File: src/rtl/pdw_pkg.sv
// Shared types and the CRC byte step for the payload dewhitener.
package pdw_pkg;

    typedef enum logic [1:0] {
        ST_IDLE    = 2'd0,
        ST_PAYLOAD = 2'd1,
        ST_CHK_HI  = 2'd2,
        ST_CHK_LO  = 2'd3
    } seq_state_e;

    // One byte through a non-reflected CRC, MSB first, no augmentation.
    function automatic logic [15:0] crc_step(input logic [15:0] crc,
                                             input logic [7:0]  data,
                                             input logic [15:0] poly);
        logic [15:0] c;
        logic        fb;
        c = crc;
        for (int i = 7; i >= 0; i--) begin
            fb = c[15] ^ data[i];
            c  = {c[14:0], 1'b0};
            if (fb) c = c ^ poly;
        end
        return c;
    endfunction

endpackage

File: src/rtl/pdw_sequencer.sv
// Packet framing: tracks payload count and checksum phase.
// Assumes pkt_start is a single-cycle strobe; a start aborts any open packet.
module pdw_sequencer
    import pdw_pkg::*;
#(
    parameter int LEN_W = 8
) (
    input  logic             clk,
    input  logic             rst_n,
    input  logic             pkt_start,
    input  logic [LEN_W-1:0] pkt_len,
    input  logic             crc_en,
    input  logic             in_valid,
    output logic             pay_take,
    output logic             chk_hi_take,
    output logic             chk_lo_take,
    output logic             end_nocrc
);

    seq_state_e       state_q;
    logic [LEN_W-1:0] remain_q;
    logic             crc_on_q;
    logic             last_pay;

    // Decode which kind of byte is consumed this cycle.
    always_comb begin
        pay_take    = !pkt_start && in_valid && (state_q == ST_PAYLOAD);
        chk_hi_take = !pkt_start && in_valid && (state_q == ST_CHK_HI);
        chk_lo_take = !pkt_start && in_valid && (state_q == ST_CHK_LO);
        last_pay    = pay_take && (remain_q == LEN_W'(1));
        end_nocrc   = (pkt_start && (pkt_len == '0) && !crc_en)
                    || (last_pay && !crc_on_q);
    end

    // Advance the framing state on start strobes and accepted bytes.
    always_ff @(posedge clk) begin
        if (!rst_n) begin
            state_q  <= ST_IDLE;
            remain_q <= '0;
            crc_on_q <= 1'b0;
        end else if (pkt_start) begin
            remain_q <= pkt_len;
            crc_on_q <= crc_en;
            if (pkt_len != '0)  state_q <= ST_PAYLOAD;
            else if (crc_en)    state_q <= ST_CHK_HI;
            else                state_q <= ST_IDLE;
        end else if (in_valid) begin
            case (state_q)
                ST_PAYLOAD: begin
                    remain_q <= remain_q - LEN_W'(1);
                    if (remain_q == LEN_W'(1))
                        state_q <= crc_on_q ? ST_CHK_HI : ST_IDLE;
                end
                ST_CHK_HI: state_q <= ST_CHK_LO;
                ST_CHK_LO: state_q <= ST_IDLE;
                default:   state_q <= ST_IDLE;
            endcase
        end
    end

    // the payload phase always has bytes left to take.
    a_r10_count_nonzero: assert property (@(posedge clk) disable iff (!rst_n)
        (state_q == ST_PAYLOAD) |-> (remain_q != '0));

    // nothing is consumed while idle.
    a_r8_idle_no_take: assert property (@(posedge clk) disable iff (!rst_n)
        (state_q == ST_IDLE) |-> !(pay_take || chk_hi_take || chk_lo_take));

endmodule

File: src/rtl/pdw_whitener.sv
// Whitening generator: 8-bit Fibonacci shift register, x^8+x^6+x^5+x^4+1.
// Its whole state is XORed onto each payload byte; it steps once per byte.
module pdw_whitener #(
    parameter logic [7:0] SEED = 8'hFF
) (
    input  logic       clk,
    input  logic       rst_n,
    input  logic       restart,
    input  logic       step,
    input  logic [7:0] data_in,
    output logic [7:0] data_out
);

    logic [7:0] lfsr_q;
    logic       fb;

    // Feedback from taps 8,6,5,4 and the XOR onto the data.
    always_comb begin
        fb       = lfsr_q[7] ^ lfsr_q[5] ^ lfsr_q[4] ^ lfsr_q[3];
        data_out = data_in ^ lfsr_q;
    end

    // Reload at packet start, shift once per accepted payload byte.
    always_ff @(posedge clk) begin
        if (!rst_n || restart) lfsr_q <= SEED;
        else if (step)         lfsr_q <= {lfsr_q[6:0], fb};
    end

    // a maximal-length register seeded nonzero never reaches zero.
    a_r2_lfsr_nonzero: assert property (@(posedge clk) disable iff (!rst_n)
        lfsr_q != 8'h00);

    // the register holds when no byte is taken.
    a_r10_lfsr_hold: assert property (@(posedge clk) disable iff (!rst_n)
        (!restart && !step) |=> $stable(lfsr_q));

endmodule

File: src/rtl/pdw_crc_fold.sv
// Checksum without augmentation: the CRC register absorbs each byte two
// positions late; the two newest bytes are XORed onto it as a word.
// A zero window pushed into a zero register leaves it zero, so short
// payloads need no special case.
module pdw_crc_fold
    import pdw_pkg::*;
#(
    parameter logic [15:0] POLY = 16'h1021
) (
    input  logic        clk,
    input  logic        rst_n,
    input  logic        restart,
    input  logic        take,
    input  logic [7:0]  data_in,
    output logic [15:0] fold
);

    logic [15:0] crc_q;
    logic [7:0]  win_hi_q;
    logic [7:0]  win_lo_q;

    // Expected checksum for the bytes absorbed so far.
    always_comb fold = crc_q ^ {win_hi_q, win_lo_q};

    // Push the oldest window byte into the CRC and shift the window.
    always_ff @(posedge clk) begin
        if (!rst_n || restart) begin
            crc_q    <= '0;
            win_hi_q <= '0;
            win_lo_q <= '0;
        end else if (take) begin
            crc_q    <= crc_step(crc_q, win_hi_q, POLY);
            win_hi_q <= win_lo_q;
            win_lo_q <= data_in;
        end
    end

    // a restart leaves an empty checksum.
    a_r3_clear_on_restart: assert property (@(posedge clk) disable iff (!rst_n)
        $past(restart) |-> (fold == 16'h0000));

endmodule

File: src/rtl/payload_dewhite_crc.sv
// Payload dewhitener and checksum verifier. Receives only payload and
// checksum bytes (headers bypass it). Outputs plain payload bytes one cycle
// after they are accepted, and a done pulse with the check result.
module payload_dewhite_crc
    import pdw_pkg::*;
#(
    parameter int          LEN_W = 8,
    parameter logic [7:0]  SEED  = 8'hFF,
    parameter logic [15:0] POLY  = 16'h1021
) (
    input  logic             clk,
    input  logic             rst_n,
    input  logic             pkt_start,
    input  logic [LEN_W-1:0] pkt_len,
    input  logic             crc_en,
    input  logic             in_valid,
    input  logic [7:0]       in_byte,
    output logic             out_valid,
    output logic [7:0]       out_byte,
    output logic             done,
    output logic             crc_ok
);

    logic        pay_take, chk_hi_take, chk_lo_take, end_nocrc;
    logic [7:0]  plain;
    logic [15:0] fold;
    logic [7:0]  chk_hi_q;
    logic        crc_on_q;

    pdw_sequencer #(.LEN_W(LEN_W)) u_seq (
        .clk        (clk),
        .rst_n      (rst_n),
        .pkt_start  (pkt_start),
        .pkt_len    (pkt_len),
        .crc_en     (crc_en),
        .in_valid   (in_valid),
        .pay_take   (pay_take),
        .chk_hi_take(chk_hi_take),
        .chk_lo_take(chk_lo_take),
        .end_nocrc  (end_nocrc)
    );

    pdw_whitener #(.SEED(SEED)) u_wht (
        .clk     (clk),
        .rst_n   (rst_n),
        .restart (pkt_start),
        .step    (pay_take),
        .data_in (in_byte),
        .data_out(plain)
    );

    pdw_crc_fold #(.POLY(POLY)) u_crc (
        .clk    (clk),
        .rst_n  (rst_n),
        .restart(pkt_start),
        .take   (pay_take),
        .data_in(plain),
        .fold   (fold)
    );

    // Register the plain byte stream.
    always_ff @(posedge clk) begin
        if (!rst_n) begin
            out_valid <= 1'b0;
            out_byte  <= '0;
        end else begin
            out_valid <= pay_take;
            if (pay_take) out_byte <= plain;
        end
    end

    // Hold the checksum high byte and the packet's CRC mode.
    always_ff @(posedge clk) begin
        if (!rst_n) begin
            chk_hi_q <= '0;
            crc_on_q <= 1'b0;
        end else begin
            if (pkt_start)   crc_on_q <= crc_en;
            if (chk_hi_take) chk_hi_q <= in_byte;
        end
    end

    // Raise the end-of-packet pulse with its verdict.
    always_ff @(posedge clk) begin
        if (!rst_n) begin
            done   <= 1'b0;
            crc_ok <= 1'b0;
        end else begin
            done <= chk_lo_take || end_nocrc;
            if (chk_lo_take)    crc_ok <= ({chk_hi_q, in_byte} == fold);
            else if (end_nocrc) crc_ok <= 1'b1;
        end
    end

    // an output byte always follows an input byte.
    a_r2_out_follows_in: assert property (@(posedge clk) disable iff (!rst_n)
        out_valid |-> $past(in_valid));

    // checksum bytes never show up on the output stream.
    a_r7_chk_not_output: assert property (@(posedge clk) disable iff (!rst_n)
        $past(chk_hi_take || chk_lo_take) |-> !out_valid);

    // a packet without checksum always reports pass.
    a_r6_nocrc_pass: assert property (@(posedge clk) disable iff (!rst_n)
        (done && !$past(chk_lo_take)) |-> crc_ok);

endmodule

File: config.mk
export PLATFORM = sky130hd
export DESIGN_NAME = payload_dewhite_crc
export DESIGN_NICKNAME = d
export VERILOG_FILES = /design/src/rtl/pdw_pkg.sv /design/src/rtl/pdw_sequencer.sv /design/src/rtl/pdw_whitener.sv /design/src/rtl/pdw_crc_fold.sv /design/src/rtl/payload_dewhite_crc.sv
export SDC_FILE = /design/constraint.sdc
export NUM_CORES = 1
export LEC_CHECK = 0
export BUFFER_PORTS_ARGS = -buffer_cell sky130_fd_sc_hd__buf_2
export CAP_MARGIN = 20
export CELL_PAD_IN_SITES_DETAIL_PLACEMENT = 1
export CELL_PAD_IN_SITES_GLOBAL_PLACEMENT = 1
export CORE_UTILIZATION = 45
export DETAILED_ROUTE_END_ITERATION = 6
export PLACE_DENSITY = 0.81
export SLEW_MARGIN = 5
export SYNTH_ARGS = -nofsm -noshare
export SYNTH_HDL_FRONTEND = slang
export SYNTH_HIERARCHICAL = 1
export SYNTH_SLANG_ARGS = --single-unit
File: constraint.sdc
create_clock -name clk -period 3.1 [get_ports clk]
set_clock_uncertainty 0.15 [all_clocks]
set_input_delay 0.62 -clock clk [delete_from_list [all_inputs] [get_ports clk]]
set_output_delay 0.62 -clock clk [all_outputs]
set_load 0.05 [all_outputs]
* Word level (Yosys, flattened, before mapping)
Cells that the tools add are included.
** Cells by class
- $add $sub $neg :: 1
- Eq/ne operators :: 6
- Multiplexer cells :: 34
- Bitwise gates (word level) :: 21
- Reduce and logical (&&, ||, !) cells :: 22
** Operators with widths (count)
- 2-to-1 mux 16 bit :: 14
- 2-to-1 mux 13 bit :: 8
- 2-to-1 mux 8 bit :: 3
- NOT 3 bit :: 8
- == test 16 bit :: 1
- XOR 16 bit :: 1
- 2-to-1 mux 2 bit :: 6
- XOR 1 bit :: 11
- == test 8 x 1 -> 1 bit (second input constant) :: 1
- logical AND 1 bit :: 8
- zero test 8 bit :: 1
- nonzero test 8 bit :: 1
- subtractor 8 x 1 -> 8 bit (second input constant) :: 1
- XOR 8 bit :: 1
- nonzero test 2 bit :: 3
- == test 2 bit (second input constant) :: 2
- zero test 1 bit :: 4
- one-hot mux 2 bit (2 select lines) :: 1
- AND reduction 2 bit :: 2
- logical OR 1 bit :: 3
- != test 3 bit (second input constant) :: 1
- == test 2 x 1 -> 1 bit (second input constant) :: 1
- 2-to-1 mux 1 bit :: 2
** Word-level totals
- Register bits :: 70
- Input port bits :: 21
- Output and inout port bits :: 11
- Logic and storage cells :: 96

* Logic depth before layout (Yosys ltp)
- Depth after elaboration :: 31
- Depth in mapped cells :: 9
- Gate-level depth less buffers :: 6

* Modules after synthesis
The synthesis kept the hierarchy.
** By module, submodules not included
- pdw_crc_fold :: times used 1, cells each 145, area each 1619.1 um2, seq. area each 640.6 um2
- payload_dewhite_crc :: times used 1, cells each 78, area each 852.1 um2, seq. area each 380.4 um2
- pdw_sequencer :: times used 1, cells each 88, area each 730.7 um2, seq. area each 220.2 um2
- pdw_whitener :: times used 1, cells each 38, area each 382.9 um2, seq. area each 160.2 um2

* Worst setup path after synthesis
No wires, ideal clock.
- Path type :: input-to-reg
- From :: in in_valid
- To :: reg u_crc.win_lo_q[7]
- Library setup time :: 0.128 ns
- Data arrival time :: 1.830 ns
- Required time :: 2.822 ns
- Path slack :: 0.993 ns
- Stages :: 7
- Path buffers :: 3
- Cells stage by stage :: clkbuf_1 -> nand2_1 -> nor2_1 -> clkbuf_1 -> clkbuf_1 -> mux2i_1 -> nor2_1
** On the way
- Cells in the longest elaborated chain, start to end :: 2
** Ends and longest elaborated chain
- start: declaration :: line payload_dewhite_crc.sv:16 : input logic in_valid,
- logical AND 1 bit (2 in series) :: line pdw_sequencer.sv:27 : pay_take = !pkt_start && in_valid && (state_q == ST_PAYLOAD);
- named net pay_take :: line payload_dewhite_crc.sv:24 : logic pay_take, chk_hi_take, chk_lo_take, end_nocrc;
- end signal: assignment :: line pdw_crc_fold.sv:34 : win_lo_q <= data_in;
- end: declaration :: line pdw_crc_fold.sv:20 : logic [7:0] win_lo_q;
The timed path passes the listed nets, and every way through them passes these cells.
A chain may end at the register's enable or synchronous reset.

* Final worst setup path
- From :: reg u_crc.crc_q[9]
- To :: reg crc_ok
** On the way
- Cells in the longest elaborated chain, start to end :: 3
** Ends and longest elaborated chain
- start: declaration :: line pdw_crc_fold.sv:18 : logic [15:0] crc_q;
- start signal: assignment :: line pdw_crc_fold.sv:32 : crc_q <= crc_step(crc_q, win_hi_q, POLY);
- XOR 16 bit :: line pdw_crc_fold.sv:23 : always_comb fold = crc_q ^ {win_hi_q, win_lo_q};
- named net fold[9] :: line payload_dewhite_crc.sv:26 : logic [15:0] fold;
- == test 16 bit :: line payload_dewhite_crc.sv:90 : if (chk_lo_take) crc_ok <= ({chk_hi_q, in_byte} == fold);
- 2-to-1 mux 1 bit :: line payload_dewhite_crc.sv:90
- end signal: assignment :: line payload_dewhite_crc.sv:90
- end: declaration :: line payload_dewhite_crc.sv:21 : output logic crc_ok
The timed path passes the listed nets, and every way through them passes these cells.

==> impl_metrics.yaml <==
place:
  place_congestion: 0.8491
  port_buffers: 31
  post_dp_cell_area_mm2: 0.003846
  dp_hpwl_um: 6140
worst_setup_path:
  reg2reg_to: "crc_ok$_SDFFE_PN0P_"
  path_buf_inv: 1
  crit_type: "flip-flop to flip-flop"
  r2r_setup_slack_ns: 0.92
  crit_fanout: 4
  cp_data_arrival_time_ns: 2.33
  cp.depth: 6
  cp_slowest_cell: "o41ai_1"
  crit_end: "crc_ok$_SDFFE_PN0P_"
  cp-start-kind: "flip-flop"
  critical_path.top_delay_family: "compound AO/OA/AOI/OAI gates"
  cpPeakStageDelay_ns: 0.48
  cp-end-kind: "flip-flop"
  required_ns: 3.24
  path_cells: "xnor2_1 > inv_1 > xnor2_1 > nand4_1 > o41ai_1 > o311a_1"
  cpMostUsedCell: "xnor2_1"
  cp-startpoint: "u_crc/crc_q[9]$_SDFFE_PP0P_"
  r2r_start: "u_crc/crc_q[9]$_SDFFE_PP0P_"
  reg2reg_depth: 6
yosys:
  yosys_most_used_dff: "dfxtp_1"
  ys_warn_count: 6
  syn_area_per_cell_um2: 10.27
  synthAdderAreaFrac_pct: 2.094
  synth_top_family_by_area: "XOR/XNOR gates"
  synth_edf_count: 0
  synth_xor_area_share_pct: 20.24
  synth_seq_cells: 70
  synth_compound_area_share_pct: 8.726
  syn_area_mm2: 0.003585
  synthSimpleGateAreaFrac_pct: 14.49
  synth_cell_types: 50
  synth_mux_area_share_pct: 12.01
  syn-instance-count: 349
  synth_nets: 376
  async_reset_ff_share_pct: 0
  synth-seq-area-share_pct: 39.09
drt:
  vias: 2599
  detail-route-antenna-nets: 0
  drt-total-wl_um: 8465
  drt_pre_antenna_iters: 4
  wl_per_cell_um: 17.45
  viasPerCell: 5.359
  initialDrtViolationCount: 102
  drc_errors: 0
timing:
  tns_ns: 0
  finalSetupViolCount: 0
  rsz0062_at_grt: "no"
  hold_slack_ns: 0.3681
  worstMarginPinSlew_ns: 0.8099
  fmax_mhz: 458.1
  fin_crit_sh_pct: 70.42
  hold_violations: 0
  period_needed_ns: 2.183
  relSlewSlack_pct: 45.51
  slew_viol_final: 0
job:
  cap_violations: 0
clock_tree:
  cts_root_buffer: "clkbuf_8"
  cts_resized: 0
  cts_hold_buf: 0
  clkSinkCount: 70
  insertion_delay_ns: 0.35
  cts_buffers: 9
  cts_setup_buffers: 0
  htreeDepth: 3
  clockBufferDepth: 2
  tritoncts: "done"
  path_clk_slew_ns: 0.08
global_routing:
  grt_pass1_wl_um: 13930
  grt_pass1_vias: 2724
  grtUsageTotal_pct: 21.64
  grt_use_met3_pct: 3.853
  grt_max_degree: 60
  antenna_found_initial: 0
  grt_use_met2_pct: 35.35
  busiest_layer: "met2"
  grt_overflow: 0
  met1_usage_pct: 28.42
hold_path:
  hold_class: "flip-flop to flip-flop"
  min_path_cells: 1
pwr:
  p_total_uw: 1774
  powerDensity_mw_per_mm2: 441.3
  vdd_drop_max_mv: 0.2671
  power_leakage_uw: 0.001563
floorplanning:
  num_rows: 32
  core-area_mm2: 0.007727
  fp.dieH_um: 91.25
  die_w_um: 91.25
  die-area_mm2: 0.008327
  ios: 32
  start_util_pct: 46.39
final_layout:
  nNetsFinal: 405
  layout-drive-gt1-share_pct: 16.45
  n_antenna_cell: 0
  final_cell_area_mm2: 0.004020
  n_fill_cell: 861
  final_util_pct: 52.02
  synthToLayoutAreaGrowth_pct: 12.15
run_status:
  status: "complete, no violations"
[state kept, by name (all words and copies together), names as in the netlist]
register,cells
u_crc/win_hi_q,8
out_valid,1
u_seq/state_q,2
u_seq/remain_q,8
u_crc/crc_q,16
crc_ok,1
chk_hi_q,8
u_crc/win_lo_q,8
done,1
u_seq/crc_on_q,1
u_wht/lfsr_q,8
out_byte,8
[worst register-to-register path: cells and delay by family, from the launching register on]
kind                   cells  cell delay (ns)
XOR/XNOR                   2             0.66
flip-flops                 1             0.33
AO/OA/AOI/OAI              2             0.72
buffers and inverters      1             0.14
AND/OR/NAND/NOR            1             0.13
[cell type report]
type / count / area (µm²) / share of cell area, %
well taps: 102 / 127.6 / 3.175
clock inverters: 7 / 50.05 / 1.245
multi-input cells: 249 / 2071 / 51.51
inverters: 13 / 48.80 / 1.214
clock buffers: 9 / 123.9 / 3.081
repair buffers: 35 / 197.7 / 4.918
flip-flops and latches: 70 / 1401 / 34.86
[logic make-up (layout without fill, tap and decap cells)]
family	count (synthesis)	count (layout)
AO/OA/AOI/OAI	43	43
flip-flops	70	70
buffers and inverters	30	64
adder cells (fa/ha/maj)	6	6
XOR/XNOR	60	60
AND/OR/NAND/NOR	97	97
multiplexers	43	43
[through the flow]
stage          setup slack, ns  cells
2_1_floorplan           0.9925    349
3_3_place_gp            0.9079    469
3_5_place_dp            0.8051    469
4_1_cts                 0.9189    485
5_1_grt                 0.7421    485
6_report                0.9171    485
[Yosys cell counts (2+ instances only)]
library cell  number  share of area (%)
ha_1               6                2.1
xor3_4             2                1.5
or4_1              3               0.63
mux2i_1           43                 12
a2111oi_0          2               0.49
nand3b_1           3               0.63
nor4_1             2               0.35
nand2b_1           5               0.87
nand4_1            5               0.87
or2_2              3               0.52
nor2b_1           19                3.3
xor2_1            17                4.2
and3_1             2               0.35
clkbuf_1           8               0.84
o22ai_1            6                1.0
o31ai_1            3               0.63
o21ai_0            6               0.84
buf_2              5               0.70
buf_1              3               0.31
inv_1             13                1.4
nand3_1            2               0.28
dfxtp_1           70                 39
or3_1              3               0.52
xnor2_1           28                6.8
a311oi_1           3               0.73
a211oi_2           2               0.70
nand2_1           11                1.2
xnor3_1            8                5.0
a21oi_1            3               0.42
a211oi_1           7                1.5
nor2_1            31                3.2
xnor2_2            2               0.91
xor3_1             2                1.3
a31oi_1            5               0.87
[per-layer routing]
metal	share of wire (%)	wire [µm]
met1	49	4112
met2	47	4003
met3	2.6	218
met4	1.5	130
met5	0	0
[placed cells by master (no fill, tap or decap), types with 5 or more instances in the layout]
master | synthesis | routed
xnor2_1 | 28 | 28
buf_2 | 5 | 31
nand4_1 | 5 | 5
inv_1 | 13 | 13
nand2_1 | 11 | 11
mux2i_1 | 43 | 43
xor2_1 | 17 | 17
o22ai_1 | 6 | 6
a211oi_1 | 7 | 7
dfxtp_1 | 70 | 70
clkbuf_8 | 0 | 9
o21ai_0 | 6 | 6
nor2b_1 | 19 | 19
nand2b_1 | 5 | 5
xnor3_1 | 8 | 8
ha_1 | 6 | 6
a31oi_1 | 5 | 5
nor2_1 | 31 | 30
[worst min-delay path by stage]
stage                                         from                        endpoint  slack, ns
finish                         crc_ok$_SDFFE_PN0P_             crc_ok$_SDFFE_PN0P_       0.37
global route        u_seq/remain_q[2]$_SDFFE_PN0P_  u_seq/remain_q[2]$_SDFFE_PN0P_       0.39
CTS                            crc_ok$_SDFFE_PN0P_             crc_ok$_SDFFE_PN0P_       0.37
detailed placement     u_crc/crc_q[8]$_SDFFE_PP0P_     u_crc/crc_q[8]$_SDFFE_PP0P_       0.35
global placement       u_crc/crc_q[8]$_SDFFE_PP0P_     u_crc/crc_q[8]$_SDFFE_PP0P_       0.33
floorplan           u_seq/remain_q[2]$_SDFFE_PN0P_  u_seq/remain_q[2]$_SDFFE_PN0P_       0.32
[report_power, final]
group	leakage, µW	switching (µW)	total, µW	internal (µW)
clock	0.0000933	374	666	293
combinational	0.000902	105	175	70.2
sequential	0.000567	16.4	932	916
total	0.00156	495	1770	1280
Power figures use the tool's default switching activity.
